`src/rtl/blk_xfer_pkg.sv`:
```
// Shared types for the block-transfer address sequencer.
// Assumes: nothing beyond standard SystemVerilog.
package blk_xfer_pkg;

    // Direction of the address walk selected at start.
    typedef enum logic {
        WALK_UP_AFTER   = 1'b0,
        WALK_DOWN_FIRST = 1'b1
    } walk_mode_e;

    // Sequencer control state.
    typedef enum logic {
        SEQ_IDLE = 1'b0,
        SEQ_RUN  = 1'b1
    } seq_state_e;

endpackage

```
`src/rtl/blk_xfer_popcount.sv`:
```
// Counts the set bits of a vector, combinationally.
// Assumes: W >= 1; the output is wide enough to hold W.
module blk_xfer_popcount #(
    parameter int W    = 16,
    localparam int CNT_W = $clog2(W + 1)
) (
    input  logic [W-1:0]     vec,
    output logic [CNT_W-1:0] cnt
);

    // Sum every bit of the vector.
    always_comb begin
        cnt = '0;
        for (int i = 0; i < W; i++) begin
            cnt = cnt + CNT_W'(vec[i]);
        end
    end

endmodule

```
`src/rtl/blk_xfer_lowest.sv`:
```
// Finds the lowest set bit of a vector, and reports whether it is the only one.
// Assumes: W >= 2; idx is meaningless when any is low.
module blk_xfer_lowest #(
    parameter int W    = 16,
    localparam int IDX_W = $clog2(W)
) (
    input  logic [W-1:0]     vec,
    output logic [IDX_W-1:0] idx,
    output logic             any,
    output logic             single
);

    // Priority scan from the top down so the lowest set bit wins.
    always_comb begin
        idx = '0;
        for (int i = W - 1; i >= 0; i--) begin
            if (vec[i]) idx = IDX_W'(i);
        end
    end

    // Presence and uniqueness of the set bit.
    always_comb begin
        any    = |vec;
        single = any && ((vec & (vec - W'(1))) == '0);
    end

endmodule

```
`src/rtl/blk_xfer_seq.sv`:
```
// Block-transfer address sequencer: walks a register mask from its lowest bit
// upward and issues one word access per set bit under a valid/ready handshake,
// then pulses done with an optional base-update value.
// Assumes: addresses wrap modulo 2^ADDR_W; the top mask bit is the program
// counter; start is only taken while idle.
module blk_xfer_seq
    import blk_xfer_pkg::*;
#(
    parameter int ADDR_W     = 32,
    parameter int NREG       = 16,
    parameter int WORD_BYTES = 4,
    localparam int IDX_W  = $clog2(NREG),
    localparam int CNT_W  = $clog2(NREG + 1),
    localparam int PC_IDX = NREG - 1
) (
    input  logic              clk,
    input  logic              rst_n,
    input  logic              start,
    input  logic [ADDR_W-1:0] base_addr,
    input  logic [NREG-1:0]   reg_mask,
    input  logic              mode_db,
    input  logic              wb_en,
    input  logic [IDX_W-1:0]  base_idx,
    input  logic              xfer_ready,
    output logic              xfer_valid,
    output logic [ADDR_W-1:0] xfer_addr,
    output logic [IDX_W-1:0]  xfer_idx,
    output logic              xfer_pc,
    output logic              seq_done,
    output logic              wb_valid,
    output logic [ADDR_W-1:0] wb_value
);

    seq_state_e        state_q;
    logic [NREG-1:0]   rem_q;
    logic [ADDR_W-1:0] addr_q;
    logic [ADDR_W-1:0] wbv_q;
    logic              wb_ok_q;
    logic              done_q;
    logic              wbvalid_q;

    logic [CNT_W-1:0]  sel_cnt;
    logic [ADDR_W-1:0] span;
    logic [ADDR_W-1:0] low_end;
    logic [ADDR_W-1:0] high_end;
    walk_mode_e        start_mode;
    logic              start_wb_ok;
    logic [IDX_W-1:0]  cur_idx;
    logic              cur_any;
    logic              cur_single;
    logic              take;
    logic              accept;

    blk_xfer_popcount #(.W(NREG)) u_count (
        .vec (reg_mask),
        .cnt (sel_cnt)
    );

    blk_xfer_lowest #(.W(NREG)) u_pick (
        .vec    (rem_q),
        .idx    (cur_idx),
        .any    (cur_any),
        .single (cur_single)
    );

    // Start-time arithmetic: byte span, both end points and the update permission.
    always_comb begin
        start_mode  = mode_db ? WALK_DOWN_FIRST : WALK_UP_AFTER;
        span        = ADDR_W'(sel_cnt) * ADDR_W'(WORD_BYTES);
        low_end     = base_addr - span;
        high_end    = base_addr + span;
        start_wb_ok = wb_en && !reg_mask[base_idx];
        take        = (state_q == SEQ_IDLE) && start;
        accept      = (state_q == SEQ_RUN) && xfer_ready;
    end

    // Control state, remaining mask, running address and end-of-sequence pulses.
    always_ff @(posedge clk) begin
        if (!rst_n) begin
            state_q   <= SEQ_IDLE;
            rem_q     <= '0;
            addr_q    <= '0;
            wbv_q     <= '0;
            wb_ok_q   <= 1'b0;
            done_q    <= 1'b0;
            wbvalid_q <= 1'b0;
        end else begin
            done_q    <= 1'b0;
            wbvalid_q <= 1'b0;
            if (take) begin
                rem_q   <= reg_mask;
                addr_q  <= (start_mode == WALK_DOWN_FIRST) ? low_end : base_addr;
                wbv_q   <= (start_mode == WALK_DOWN_FIRST) ? low_end : high_end;
                wb_ok_q <= start_wb_ok;
                if (reg_mask == '0) begin
                    done_q    <= 1'b1;
                    wbvalid_q <= start_wb_ok;
                end else begin
                    state_q <= SEQ_RUN;
                end
            end else if (accept) begin
                rem_q  <= rem_q & ~(NREG'(1) << cur_idx);
                addr_q <= addr_q + ADDR_W'(WORD_BYTES);
                if (cur_single) begin
                    state_q   <= SEQ_IDLE;
                    done_q    <= 1'b1;
                    wbvalid_q <= wb_ok_q;
                end
            end
        end
    end

    // Output mapping.
    always_comb begin
        xfer_valid = (state_q == SEQ_RUN);
        xfer_addr  = addr_q;
        xfer_idx   = cur_idx;
        xfer_pc    = xfer_valid && (cur_idx == IDX_W'(PC_IDX));
        seq_done   = done_q;
        wb_valid   = wbvalid_q;
        wb_value   = wbv_q;
    end

    AST_HOLD_ON_STALL: assert property (@(posedge clk) disable iff (!rst_n)
        xfer_valid && !xfer_ready |=> xfer_valid && $stable(xfer_addr) && $stable(xfer_idx) && $stable(xfer_pc));
    AST_ADDR_STEP: assert property (@(posedge clk) disable iff (!rst_n)
        xfer_valid && xfer_ready && !cur_single |=> xfer_valid && (xfer_addr == $past(xfer_addr) + ADDR_W'(WORD_BYTES)));
    AST_IDX_RISES: assert property (@(posedge clk) disable iff (!rst_n)
        xfer_valid && xfer_ready && !cur_single |=> xfer_idx > $past(xfer_idx));
    AST_VALID_HAS_WORK: assert property (@(posedge clk) disable iff (!rst_n)
        xfer_valid |-> cur_any);
    AST_PC_IS_FINAL: assert property (@(posedge clk) disable iff (!rst_n)
        xfer_valid && xfer_pc |-> cur_single);
    AST_WB_WITH_DONE: assert property (@(posedge clk) disable iff (!rst_n)
        wb_valid |-> seq_done);
    AST_DONE_IDLE: assert property (@(posedge clk) disable iff (!rst_n)
        seq_done |-> !xfer_valid);
    AST_EMPTY_DONE: assert property (@(posedge clk) disable iff (!rst_n)
        !xfer_valid && start && (reg_mask == '0) |=> seq_done && !xfer_valid);
    AST_BUSY_START: assert property (@(posedge clk) disable iff (!rst_n)
        xfer_valid && !xfer_ready && start |=> xfer_valid && $stable(xfer_addr));

endmodule

```
`config.mk`:
```
export PLATFORM = sky130hd
export DESIGN_NAME = blk_xfer_seq
export DESIGN_NICKNAME = d
export VERILOG_FILES = /design/src/rtl/blk_xfer_pkg.sv /design/src/rtl/blk_xfer_popcount.sv /design/src/rtl/blk_xfer_lowest.sv /design/src/rtl/blk_xfer_seq.sv
export SDC_FILE = /design/constraint.sdc
export NUM_CORES = 1
export LEC_CHECK = 0
export BUFFER_PORTS_ARGS = -buffer_cell sky130_fd_sc_hd__buf_2
export CAP_MARGIN = 20
export CORE_UTILIZATION = 45
export CTS_CLUSTER_DIAMETER = 80
export DETAILED_ROUTE_END_ITERATION = 7
export GPL_ROUTABILITY_DRIVEN = 1
export PLACE_DENSITY_LB_ADDON = 0.1
export SLEW_MARGIN = 20
export SYNTH_ARGS = -nofsm -noshare
export SYNTH_HDL_FRONTEND = slang
export SYNTH_HIERARCHICAL = 1
export SYNTH_SLANG_ARGS = --single-unit
export TNS_END_PERCENT = 100
```
`constraint.sdc`:
```
create_clock -name clk -period 7.56 [get_ports clk]
set_input_delay 1.134 -clock clk [delete_from_list [all_inputs] [get_ports clk]]
set_output_delay 1.134 -clock clk [all_outputs]
set_load 0.05 [all_outputs]
```
==> impl_summary.log, run 1 <==
INFO  metric final_cell_area = 7280 µm²
INFO  metric power.switching_fraction = 44.6%
INFO  metric cts_htree_levels = 3
INFO  metric cts_hold_repair.buffers = 0
INFO  metric routedWlPerCell = 18.8 µm
INFO  metric period_share = 86.8%
INFO  metric viasPerCell = 6.16
INFO  metric cell_int_power = 1.11 mW
INFO  metric cellLeakagePower = 2.99 nW
INFO  metric post-place-ws = 672 ps
INFO  metric cts_tree = built
INFO  metric timing.critical_path.buf_inv = 5
INFO  metric insertedDiodeCount = 0
INFO  metric final-max-slew-violation-count = 0
INFO  metric clk_pin_slew = 60 ps
INFO  metric final.setup.worst_slack = 1000 ps
INFO  metric layout_common_cells = 129 x sky130_fd_sc_hd__buf_2, 84 x sky130_fd_sc_hd__dfxtp_1, 79 x sky130_fd_sc_hd__nand2_1
INFO  metric outcome = completed
INFO  metric count_of_buffers_inserted_at_the_top_level_ports = 129
INFO  metric clk-insertion-delay-late = 350 ps
INFO  metric final_number_of_hold_violating_endpoints = 0
INFO  metric final_layout_size_suffix_gt1_share = 20.5%
INFO  metric power_switching = 0.893 mW
INFO  metric max_slew_margin = 35.3%
INFO  metric required_arrival_time_at_the_worst_endpoint = 7800 ps
INFO  metric worstPathCellList = buf_2 -> inv_1 -> fa_1 -> fa_1 -> fa_1 -> fa_1 -> inv_1 -> ha_1 -> inv_1 -> fa_1 -> nor2b_1 -> o21a_1 -> inv_1 -> ha_1 -> or3b_2 -> nor4_2 -> and3_1 -> nand3b_1 -> and3_1 -> a211o_1
INFO  metric totalWireLength = 20.1 mm
INFO  metric core_area = 13,500 µm²
INFO  metric drtAntennaViolNets = 0
INFO  metric final-instance-count-excl-fill = 1,069
INFO  metric share_seq_of_total_power = 26.7%
INFO  metric path_class = input pin to flip-flop
INFO  metric routabilityCongestion = 0.925
INFO  metric most_frequent_standard_cell_in_the_layout_excluding_fill_and_tap_cells = sky130_fd_sc_hd__buf_2
INFO  metric clock_tree.root_cell = sky130_fd_sc_hd__clkbuf_16
INFO  metric dieHeight = 120 µm
INFO  metric worst_path_most_repeated_cell = sky130_fd_sc_hd__fa_1
INFO  metric report.final.setup_viol = 0
INFO  metric post_cts.repair.setup_buffers = 0
INFO  metric cts-buffers-inserted = 9
INFO  metric crit_path_start_kind = input pin
INFO  metric antenna_found_initial = 0
INFO  metric std_cell_rows = 42
INFO  metric p_per_area = 275 nW/µm²
INFO  metric cts-resized-gates = 0
INFO  metric timing.critical_path.fanout_max = 12
INFO  metric yosysWarnings = 6
INFO  metric clkSinkCount = 84
INFO  metric worstSetupEndpointType = flip-flop
INFO  metric dr_total_vias = 6,585
INFO  metric detailed_place_hpwl = 15.0 mm
INFO  metric syn2layout_area_growth = 15.4%
INFO  metric achievable-frequency = 152 MHz
INFO  metric grt_pass1_vias = 5,924
INFO  metric die_x = 120 µm
INFO  metric die_area = 14,500 µm²
INFO  metric power = 2.00 mW
INFO  metric grt.total_usage = 27.8%
INFO  metric comb_power_share = 51.5%
INFO  metric total_congestion_overflow = 0
INFO  metric drt_iter0_drc = 619
INFO  metric critPathArrivalTime = 6800 ps
INFO  metric top_delay_family_on_crit_path = adder cells
INFO  metric syn-cell-area = 6310 µm²
INFO  metric finalSetupTns = 0 ps
INFO  metric period_needed = 6560 ps
INFO  metric grt_max_degree = 56
INFO  metric fillCellCount = 1,343
INFO  metric floorplan.initialDensity = 46.9%
INFO  metric drt_pre_antenna_iters = 5
INFO  metric grt_pass1_wl = 31.3 mm
INFO  metric design.portCount = 130
INFO  metric postSynthAreaPerCell = 7.88 µm²
INFO  metric rsz0062_at_grt = no
INFO  metric number_of_maximum_capacitance_violations = 0
INFO  metric post-route-drc-count = 0
INFO  metric synth_nets = 887
INFO  metric regToRegSetupSlack = 5110 ps
INFO  metric pwr-share-clk = 21.8%
INFO  metric postPlaceCellArea = 7000 µm²
INFO  metric timing_worst_slew_pin_value = 967 ps
INFO  metric place.detailed.instances = 1,056
INFO  metric synth_cells = 801
INFO  metric holdCritPathClass = flip-flop to flip-flop
INFO  metric cts.path.max_buffers = 2
INFO  metric design.final.nets = 977
INFO  metric critical_path_s_slowest_cell = sky130_fd_sc_hd__and3_1
INFO  metric timing.critical_path.slowest_cell_delay = 590 ps
INFO  metric finClkSkew = 5.72 ps
INFO  metric ir_worst_vdd = 234 µV
[power by group through the flow]
stage / clock (mW) / combinational (mW) / sequential, mW
2_1_floorplan: 0 / 0.616 / 0.673
3_3_place_gp: 0 / 1.00 / 0.541
3_5_place_dp: 0 / 1.02 / 0.544
4_1_cts: 0.447 / 1.03 / 0.534
5_1_grt: 0.467 / 1.12 / 0.542
6_report: 0.437 / 1.03 / 0.536
[state kept, by name (all words and copies together) (netlist names)]
name / count
xfer_valid: 1
xfer_addr: 32
wb_valid: 1
seq_done: 1
wb_ok_q: 1
rem_q: 16
wb_value: 32
[through the flow]
step | util (%) | hold slack (ps)
detailed placement | 52.0 | 446
finish | 54.1 | 452
floorplan | - | 455
CTS | 54.1 | 454
global route | 54.1 | 479
global placement | 52.0 | 433
[worst reg2reg max path, cell delays in order (launching register included)]
cell	delay, ps
sky130_fd_sc_hd__dfxtp_1	410
sky130_fd_sc_hd__nor2b_4	670
sky130_fd_sc_hd__buf_4	560
sky130_fd_sc_hd__nor2_1	250
sky130_fd_sc_hd__a211oi_1	250
sky130_fd_sc_hd__o21ai_0	100
sky130_fd_sc_hd__a21oi_1	140
[area by class of cell]
class	instances	area, µm²	area share, %
Tap cell	176	220	3.02
Clock inverter	2	37.5	0.516
Multi-Input combinational cell	612	4220	57.9
Inverter	47	176	2.42
Timing Repair Buffer	137	706	9.69
Sequential cell	84	1680	23.1
Clock buffer	11	243	3.33
[routing by layer]
| layer | up-vias | global-route usage (%) | routed length (µm) |
|---|---|---|---|
| met5 | - | 0 | 0 |
| met4 | 0 | 9.03 | 416 |
| met3 | 41 | 7.17 | 1660 |
| met2 | 307 | 42.3 | 8950 |
| met1 | 3127 | 38.3 | 9030 |
| li1 | 3110 | - | - |
[final timing paths]
path | startpoint | end | cells after the start
min reg2reg | xfer_addr[0] | xfer_addr[0] | 2
max | reg_mask[0] | wb_value[25] | 20
min | xfer_addr[0] | xfer_addr[0] | 2
max reg2reg | xfer_valid | xfer_addr[16] | 6
No activity file was read; power rests on OpenSTA's default activity.
==> run 2, diff against run 1 <==
SYNTH_HIERARCHICAL = not set   (was 1)
==> impl_summary.log, run 2 <==
INFO  metric cts_tree = built
INFO  metric commonest_cells_in_the_netlist = 84 x sky130_fd_sc_hd__dfxtp_1, 69 x sky130_fd_sc_hd__nor2_1, 59 x sky130_fd_sc_hd__nand2_1, 51 x sky130_fd_sc_hd__inv_1, 46 x sky130_fd_sc_hd__a21oi_1
INFO  metric final_number_of_hold_violating_endpoints = 0 (unchanged)
INFO  metric p_per_area = 275 nW/µm² (+0.11%)
INFO  metric core_area = 13,900 µm² (+3.6%)
INFO  metric period_share = 85.3% (-1.5 points)
INFO  metric cts-buffers-inserted = 9 (unchanged)
INFO  metric crit_path_start_kind = input pin
INFO  metric finalSetupTns = 0 ps (unchanged)
INFO  metric detailed_place_hpwl = 16.9 mm (+13%)
INFO  metric share_seq_of_total_power = 25.8% (-0.9 points)
INFO  metric holdCritPathClass = flip-flop to flip-flop
INFO  metric cell_int_power = 1.15 mW (+3.7%)
INFO  metric worst_path_most_repeated_cell = sky130_fd_sc_hd__fa_1
INFO  metric finClkSkew = 8.48 ps (+2.76 ps)
INFO  metric post-synth-top-area-cell = sky130_fd_sc_hd__dfxtp_1
INFO  metric std_cell_rows = 43 (+2.4%)
INFO  metric layout_common_cells = 129 x sky130_fd_sc_hd__buf_2, 84 x sky130_fd_sc_hd__dfxtp_1, 69 x sky130_fd_sc_hd__nor2_1
INFO  metric power_switching = 0.922 mW (+3.2%)
INFO  metric synth_nets = 899 (+1.4%)
INFO  metric cts-resized-gates = 0 (unchanged)
INFO  metric synth.most_common_cell = sky130_fd_sc_hd__dfxtp_1
INFO  metric insertedDiodeCount = 0 (unchanged)
INFO  metric viasPerCell = 6.29 (+2.0%)
INFO  metric ranking_of_synthesized_cells_by_area = sky130_fd_sc_hd__dfxtp_1 26%, sky130_fd_sc_hd__xnor2_1 4.3%, sky130_fd_sc_hd__nor2_1 4.0%
INFO  metric cts_hold_repair.buffers = 0 (unchanged)
INFO  metric clkSinkCount = 84 (unchanged)
INFO  metric pwr-share-clk = 25.4% (+3.6 points)
INFO  metric critical_path_s_slowest_cell = sky130_fd_sc_hd__fa_1
INFO  metric outcome = completed
INFO  metric comb_power_share = 48.8% (-2.7 points)
INFO  metric count_of_buffers_inserted_at_the_top_level_ports = 129 (unchanged)
INFO  metric synth_enable_flop_cells = 0
INFO  metric worstSetupEndpointType = flip-flop
INFO  metric grt.total_usage = 31.8% (+3.9 points)
INFO  metric drt_pre_antenna_iters = 8 (+3)
INFO  metric dr_total_vias = 6,877 (+4.4%)
INFO  metric totalWireLength = 23.1 mm (+15%)
INFO  metric design.portCount = 130 (unchanged)
INFO  metric yosysWarnings = 0 (-6)
INFO  metric most_frequent_standard_cell_in_the_layout_excluding_fill_and_tap_cells = sky130_fd_sc_hd__buf_2
INFO  metric worstPathCellList = buf_2 -> inv_1 -> ha_1 -> inv_1 -> fa_1 -> fa_1 -> fa_1 -> fa_1 -> fa_1 -> fa_1 -> xnor2_1 -> inv_1 -> ha_1 -> nor2b_1 -> o21ba_2 -> nor2_1 -> nand4_1 -> a2111oi_2 -> a311o_1
INFO  metric final-max-slew-violation-count = 0 (unchanged)
INFO  metric final_core_utilization = 54.0% (-0.093 points)
INFO  metric antenna_found_initial = 0 (unchanged)
INFO  metric dieHeight = 122 µm (+1.2%)
INFO  metric clock_tree.root_cell = sky130_fd_sc_hd__clkbuf_16
INFO  metric timing_worst_slew_pin_value = 972 ps (+4.76 ps)
INFO  metric power.switching_fraction = 44.5% (-0.12 points)
INFO  metric floorplan.initialDensity = 46.4% (-0.48 points)
INFO  metric timing.critical_path.buf_inv = 4 (-1)
INFO  metric post-route-drc-count = 0 (unchanged)
INFO  metric syn-cell-area = 6470 µm² (+2.5%)
INFO  metric grt_max_degree = 57 (+1.8%)
INFO  metric required_arrival_time_at_the_worst_endpoint = 7850 ps (+50 ps)
INFO  metric number_of_maximum_capacitance_violations = 0 (unchanged)
INFO  metric grt_pass1_wl = 36.0 mm (+15%)
INFO  metric final.setup.worst_slack = 1110 ps (+110 ps)
INFO  metric postSynth.topFlopCell = sky130_fd_sc_hd__dfxtp_1
INFO  metric die_x = 122 µm (+1.2%)
INFO  metric syn2layout_area_growth = 16.4%
INFO  metric max_slew_margin = 35.2% (-0.079 points)
INFO  metric achievable-frequency = 155 MHz (+1.7%)
INFO  metric drt_iter0_drc = 573 (-7.4%)
INFO  metric top_delay_family_on_crit_path = adder cells
INFO  metric total_congestion_overflow = 0 (unchanged)
INFO  metric routedWlPerCell = 21.1 µm (+13%)
INFO  metric timing.critical_path.slowest_cell_delay = 540 ps (-50 ps)
INFO  metric critPathArrivalTime = 6740 ps (-60 ps)
INFO  metric path_class = input pin to flip-flop
INFO  metric area_share_of_the_leading_cell_type_in_the_synthesized_netlist = 26.0%
INFO  metric timing.critical_path.fanout_max = 8 (-4)
INFO  metric synth_async_sr_flop_share = 0%
INFO  metric die_area = 14,900 µm² (+2.5%)
INFO  metric post_cts.repair.setup_buffers = 0 (unchanged)
INFO  metric clk_pin_slew = 70 ps (about the same)
INFO  metric seq_area_frac_synth = 26.0%
INFO  metric cts.path.max_buffers = 2 (unchanged)
INFO  metric report.final.setup_viol = 0 (unchanged)
INFO  metric synth_cells = 810 (+1.1%)
INFO  metric final_layout_size_suffix_gt1_share = 21.2% (+0.73 points)
INFO  metric post-place-ws = 753 ps (+80.2 ps)
INFO  metric period_needed = 6450 ps (-110 ps)
INFO  metric clk-insertion-delay-late = 350 ps (about the same)
INFO  metric synthDistinctLibCells = 82
INFO  metric synth_seq_cells = 84
INFO  metric grt_pass1_vias = 6,512 (+9.9%)
INFO  metric drtAntennaViolNets = 0 (unchanged)
INFO  metric routabilityCongestion = 0.988 (+6.9%)
INFO  metric ir_worst_vdd = 177 µV (-24%)
INFO  metric rsz0062_at_grt = no
INFO  metric cellLeakagePower = 3.01 nW (+0.76%)
INFO  metric postSynthAreaPerCell = 7.98 µm² (+1.4%)
INFO  metric cts_htree_levels = 3 (unchanged)
INFO  metric design.final.nets = 998 (+2.1%)
==> run 2: layout make-up <==
cell class | count | area, µm²
clock buffer | 10 | 229
clock inverter | 6 | 113
fill | 1357 | 6410
inverter | 51 | 191
multi-input combinational | 624 | 4370
sequential | 84 | 1680
tap | 180 | 225
timing repair buffer | 139 | 721
==> run 2: per-layer routing <==
| layer | up-vias | routed length (µm) | global-route usage [%] |
|---|---|---|---|
| met5 | - | 0 | 0 |
| met4 | 0 | 641 | 12.9 |
| met3 | 49 | 1550 | 3.70 |
| met2 | 348 | 10900 | 52.3 |
| met1 | 3296 | 9980 | 42.1 |
| li1 | 3184 | - | - |
==> run 2: kinds of logic (layout without fill, tap and decap cells) <==
| logic type | Yosys count | after routing | share of synthesized area [%] |
|---|---|---|---|
| buf+inv | 102 | 206 | 6.58 |
| compound gates | 198 | 198 | 21.6 |
| flops | 84 | 84 | 26.0 |
| mux | 10 | 10 | 2.32 |
| simple gates | 330 | 330 | 28.7 |
| xor+xnor | 55 | 55 | 7.45 |
| fa+ha+maj | 31 | 31 | 7.39 |
==> run 2: per-stage QoR <==
step | cell area (µm²) | hold slack, ps | power, mW | cells
2_1_floorplan | 6470 | 446 | 1.27 | 810
3_3_place_gp | 7190 | 434 | 1.52 | 1078
3_5_place_dp | 7190 | 444 | 1.54 | 1078
4_1_cts | 7530 | 459 | 2.07 | 1094
5_1_grt | 7530 | 494 | 2.20 | 1094
6_report | 7530 | 459 | 2.07 | 1094
==> run 2: worst reg2reg max path: stages (launching register included) <==
cell	delay (ps)
sky130_fd_sc_hd__dfxtp_1	510
sky130_fd_sc_hd__and2_1	830
sky130_fd_sc_hd__nand3_1	150
sky130_fd_sc_hd__a221oi_1	340
sky130_fd_sc_hd__o2111ai_1	370
sky130_fd_sc_hd__a22oi_1	250
sky130_fd_sc_hd__nor2_1	60
==> run 2: worst paths after layout <==
check	endpoint	start	slack, ps	cells past startpoint
setup / recovery	wb_value[25]	reg_mask[0]	1110	19
setup reg to reg	xfer_valid	xfer_valid	4930	6
hold / removal	wb_value[31]	wb_value[31]	460	2
hold reg to reg	wb_value[31]	wb_value[31]	460	2
==> run 2: power groups by stage <==
stage | clock (mW) | combinational, mW | sequential [mW]
after floorplan | 0 | 0.614 | 0.657
after global placement | 0 | 0.976 | 0.541
after detailed placement | 0 | 0.996 | 0.543
after CTS | 0.531 | 1.00 | 0.533
after global routing | 0.547 | 1.11 | 0.540
final | 0.526 | 1.01 | 0.534
==> run 3, diff against run 2 <==
==> constraint.sdc (replaced) <==
create_clock -name clk -period 7.56 [get_ports clk]
set_input_delay 1.89 -clock clk [delete_from_list [all_inputs] [get_ports clk]]
set_output_delay 1.89 -clock clk [all_outputs]
set_load 0.05 [all_outputs]
==> impl_summary.log, run 3 (synthesized netlist as in run 2, its figures left out) <==
INFO  metric outcome = completed
INFO  metric die_x = 122 µm (unchanged)
INFO  metric clock_tree.root_cell = sky130_fd_sc_hd__clkbuf_16
INFO  metric p_per_area = 270 nW/µm² (-2.0%)
INFO  metric cts_hold_repair.buffers = 0 (unchanged)
INFO  metric drt_pre_antenna_iters = 7 (-1)
INFO  metric final_cell_area = 7560 µm² (+0.42%)
INFO  metric routabilityCongestion = 0.962 (-2.6%)
INFO  metric report.final.setup_viol = 0 (unchanged)
INFO  metric worst_path_most_repeated_cell = sky130_fd_sc_hd__fa_1
INFO  metric syn2layout_area_growth = 16.9%
INFO  metric cts-buffers-inserted = 9 (unchanged)
INFO  metric cellLeakagePower = 3.04 nW (+0.99%)
INFO  metric std_cell_rows = 43 (unchanged)
INFO  metric final-max-slew-violation-count = 0 (unchanged)
INFO  metric post_cts.repair.setup_buffers = 0 (unchanged)
INFO  metric timing.critical_path.buf_inv = 5 (+1)
INFO  metric clk_pin_slew = 60 ps (about the same)
INFO  metric viasPerCell = 6.24 (-0.77%)
INFO  metric die_area = 14,900 µm² (unchanged)
INFO  metric cts_htree_levels = 3 (unchanged)
INFO  metric worstSetupEndpointType = flip-flop
INFO  metric clk-insertion-delay-late = 350 ps (about the same)
INFO  metric regArea = 1680 µm² (unchanged)
INFO  metric max_slew_margin = 42.3% (+7.1 points)
INFO  metric top_delay_family_on_crit_path = adder cells
INFO  metric rsz0062_at_grt = no
INFO  metric insertedDiodeCount = 0 (unchanged)
INFO  metric grt_max_degree = 43 (-25%)
INFO  metric design.portCount = 130 (unchanged)
INFO  metric routedWlPerCell = 21.1 µm (about the same)
INFO  metric totalWireLength = 23.2 mm (+0.51%)
INFO  metric multiInputGateArea = 4370 µm² (unchanged)
INFO  metric place.detailed.instances = 1,086 (+0.74%)
INFO  metric design.final.nets = 1,006 (+0.80%)
INFO  metric floorplan.initialDensity = 46.4% (unchanged)
INFO  metric drt_iter0_drc = 540 (-5.8%)
INFO  metric critPathArrivalTime = 7310 ps (+570 ps)
INFO  metric finClkSkew = 10.4 ps (+1.92 ps)
INFO  metric grt.total_usage = 32.1% (+0.28 points)
INFO  metric final_number_of_hold_violating_endpoints = 0 (unchanged)
INFO  metric count_of_buffers_inserted_at_the_top_level_ports = 129 (unchanged)
INFO  metric postPlaceCellArea = 7250 µm² (+0.84%)
INFO  metric layout_common_cells = 129 x sky130_fd_sc_hd__buf_2, 84 x sky130_fd_sc_hd__dfxtp_1, 69 x sky130_fd_sc_hd__nor2_1
INFO  metric path_class = input pin to flip-flop
INFO  metric dr_total_vias = 6,855 (-0.32%)
INFO  metric worstPathCellList = buf_2 -> inv_1 -> ha_1 -> inv_1 -> fa_1 -> fa_1 -> fa_1 -> fa_1 -> fa_1 -> fa_1 -> nor2b_1 -> o21a_1 -> inv_1 -> ha_1 -> nor2_1 -> nand2_1 -> nor4_1 -> buf_4 -> xnor2_1 -> o22ai_1
INFO  metric critical_path_s_slowest_cell = sky130_fd_sc_hd__nor4_1
INFO  metric achievable-frequency = 141 MHz (-9.0%)
INFO  metric holdCritPathClass = flip-flop to flip-flop
INFO  metric grt_pass1_wl = 36.2 mm (+0.69%)
INFO  metric timing.critical_path.slowest_cell_delay = 580 ps (+40 ps)
INFO  metric crit_path_start_kind = input pin
INFO  metric total_congestion_overflow = 0 (unchanged)
INFO  metric number_of_maximum_capacitance_violations = 0 (unchanged)
INFO  metric antenna_found_initial = 0 (unchanged)
INFO  metric cts_tree = built
INFO  metric final_layout_size_suffix_gt1_share = 21.8% (+0.54 points)
INFO  metric timing.critical_path.fanout_max = 10 (+2)
INFO  metric clkSinkCount = 84 (unchanged)
INFO  metric timing_worst_slew_pin_value = 862 ps (-110 ps)
INFO  metric cts-resized-gates = 0 (unchanged)
INFO  metric grt_pass1_vias = 6,506 (-0.092%)
INFO  metric cts.path.max_buffers = 2 (unchanged)
INFO  metric post-route-drc-count = 0 (unchanged)
INFO  metric ir_worst_vdd = 139 µV (-22%)
INFO  metric fillCellCount = 1,385 (+2.1%)
INFO  metric period_needed = 7090 ps (+640 ps)
INFO  metric required_arrival_time_at_the_worst_endpoint = 7780 ps (-70 ps)
INFO  metric detailed_place_hpwl = 17.4 mm (+2.8%)
INFO  metric most_frequent_standard_cell_in_the_layout_excluding_fill_and_tap_cells = sky130_fd_sc_hd__buf_2
INFO  metric dieHeight = 122 µm (unchanged)
INFO  metric period_share = 93.8% (+8.5 points)
INFO  metric core_area = 13,900 µm² (unchanged)
INFO  metric drtAntennaViolNets = 0 (unchanged)
INFO  metric final-instance-count-excl-fill = 1,099 (+0.46%)
INFO  metric finalSetupTns = 0 ps (unchanged)
run 3: cell types whose count changed in the layout (fill, tap and decap cells not counted), sizes merged:
cell and change:
buf +8, bufinv -1, clkbuf +1, clkinv -4
inv +1
run 3: through the flow:
| step | hold slack, ps | util, % | setup slack (ps) | total power, mW |
|---|---|---|---|---|
| finish | 455 | 54.3 | 472 | 2.04 |
| global route | 487 | 54.3 | 134 | 2.16 |
| CTS | 452 | 54.3 | 496 | 2.03 |
| detailed placement | 444 | 52.0 | 145 | 1.54 |
| global placement | 436 | 52.0 | 265 | 1.52 |
| floorplan | 446 | - | 562 | 1.27 |
run 3: final cells by class:
class	instances	area share, %
tap	180	2.98
clock buffer	11	3.34
inverter	51	2.53
multi-input combinational	624	57.8
sequential	84	22.2
clock inverter	2	0.794
timing repair buffer	147	10.3
run 3: metal layers:
| layer | wire, µm | up-vias | global-route usage [%] |
|---|---|---|---|
| met5 | 0 | - | 0 |
| li1 | - | 3193 | - |
| met4 | 763 | 0 | 15.0 |
| met2 | 11100 | 302 | 53.3 |
| met1 | 9860 | 3317 | 41.0 |
| met3 | 1460 | 43 | 4.12 |
run 3: power breakdown:
part / internal [mW] / switching [mW] / leakage (nW) / total (mW)
registers: 0.486 / 0.0486 / 0.692 / 0.535
logic: 0.356 / 0.663 / 2.20 / 1.02
clock network: 0.302 / 0.185 / 0.154 / 0.488
run 3: tightest hold or removal path, stage by stage, from the launching register on:
cell,delay (ps)
sky130_fd_sc_hd__dfxtp_1,310
sky130_fd_sc_hd__nand2_1,50
sky130_fd_sc_hd__o21ai_1,50
run 3: final timing paths:
path	startpoint	to	slack (ps)	cells past startpoint
worst max-delay path	reg_mask[0]	xfer_addr[16]	470	20
worst max register to register	xfer_valid	xfer_valid	5040	7
worst min register to register	wb_value[31]	wb_value[31]	460	2
worst min-delay path	wb_value[31]	wb_value[31]	460	2
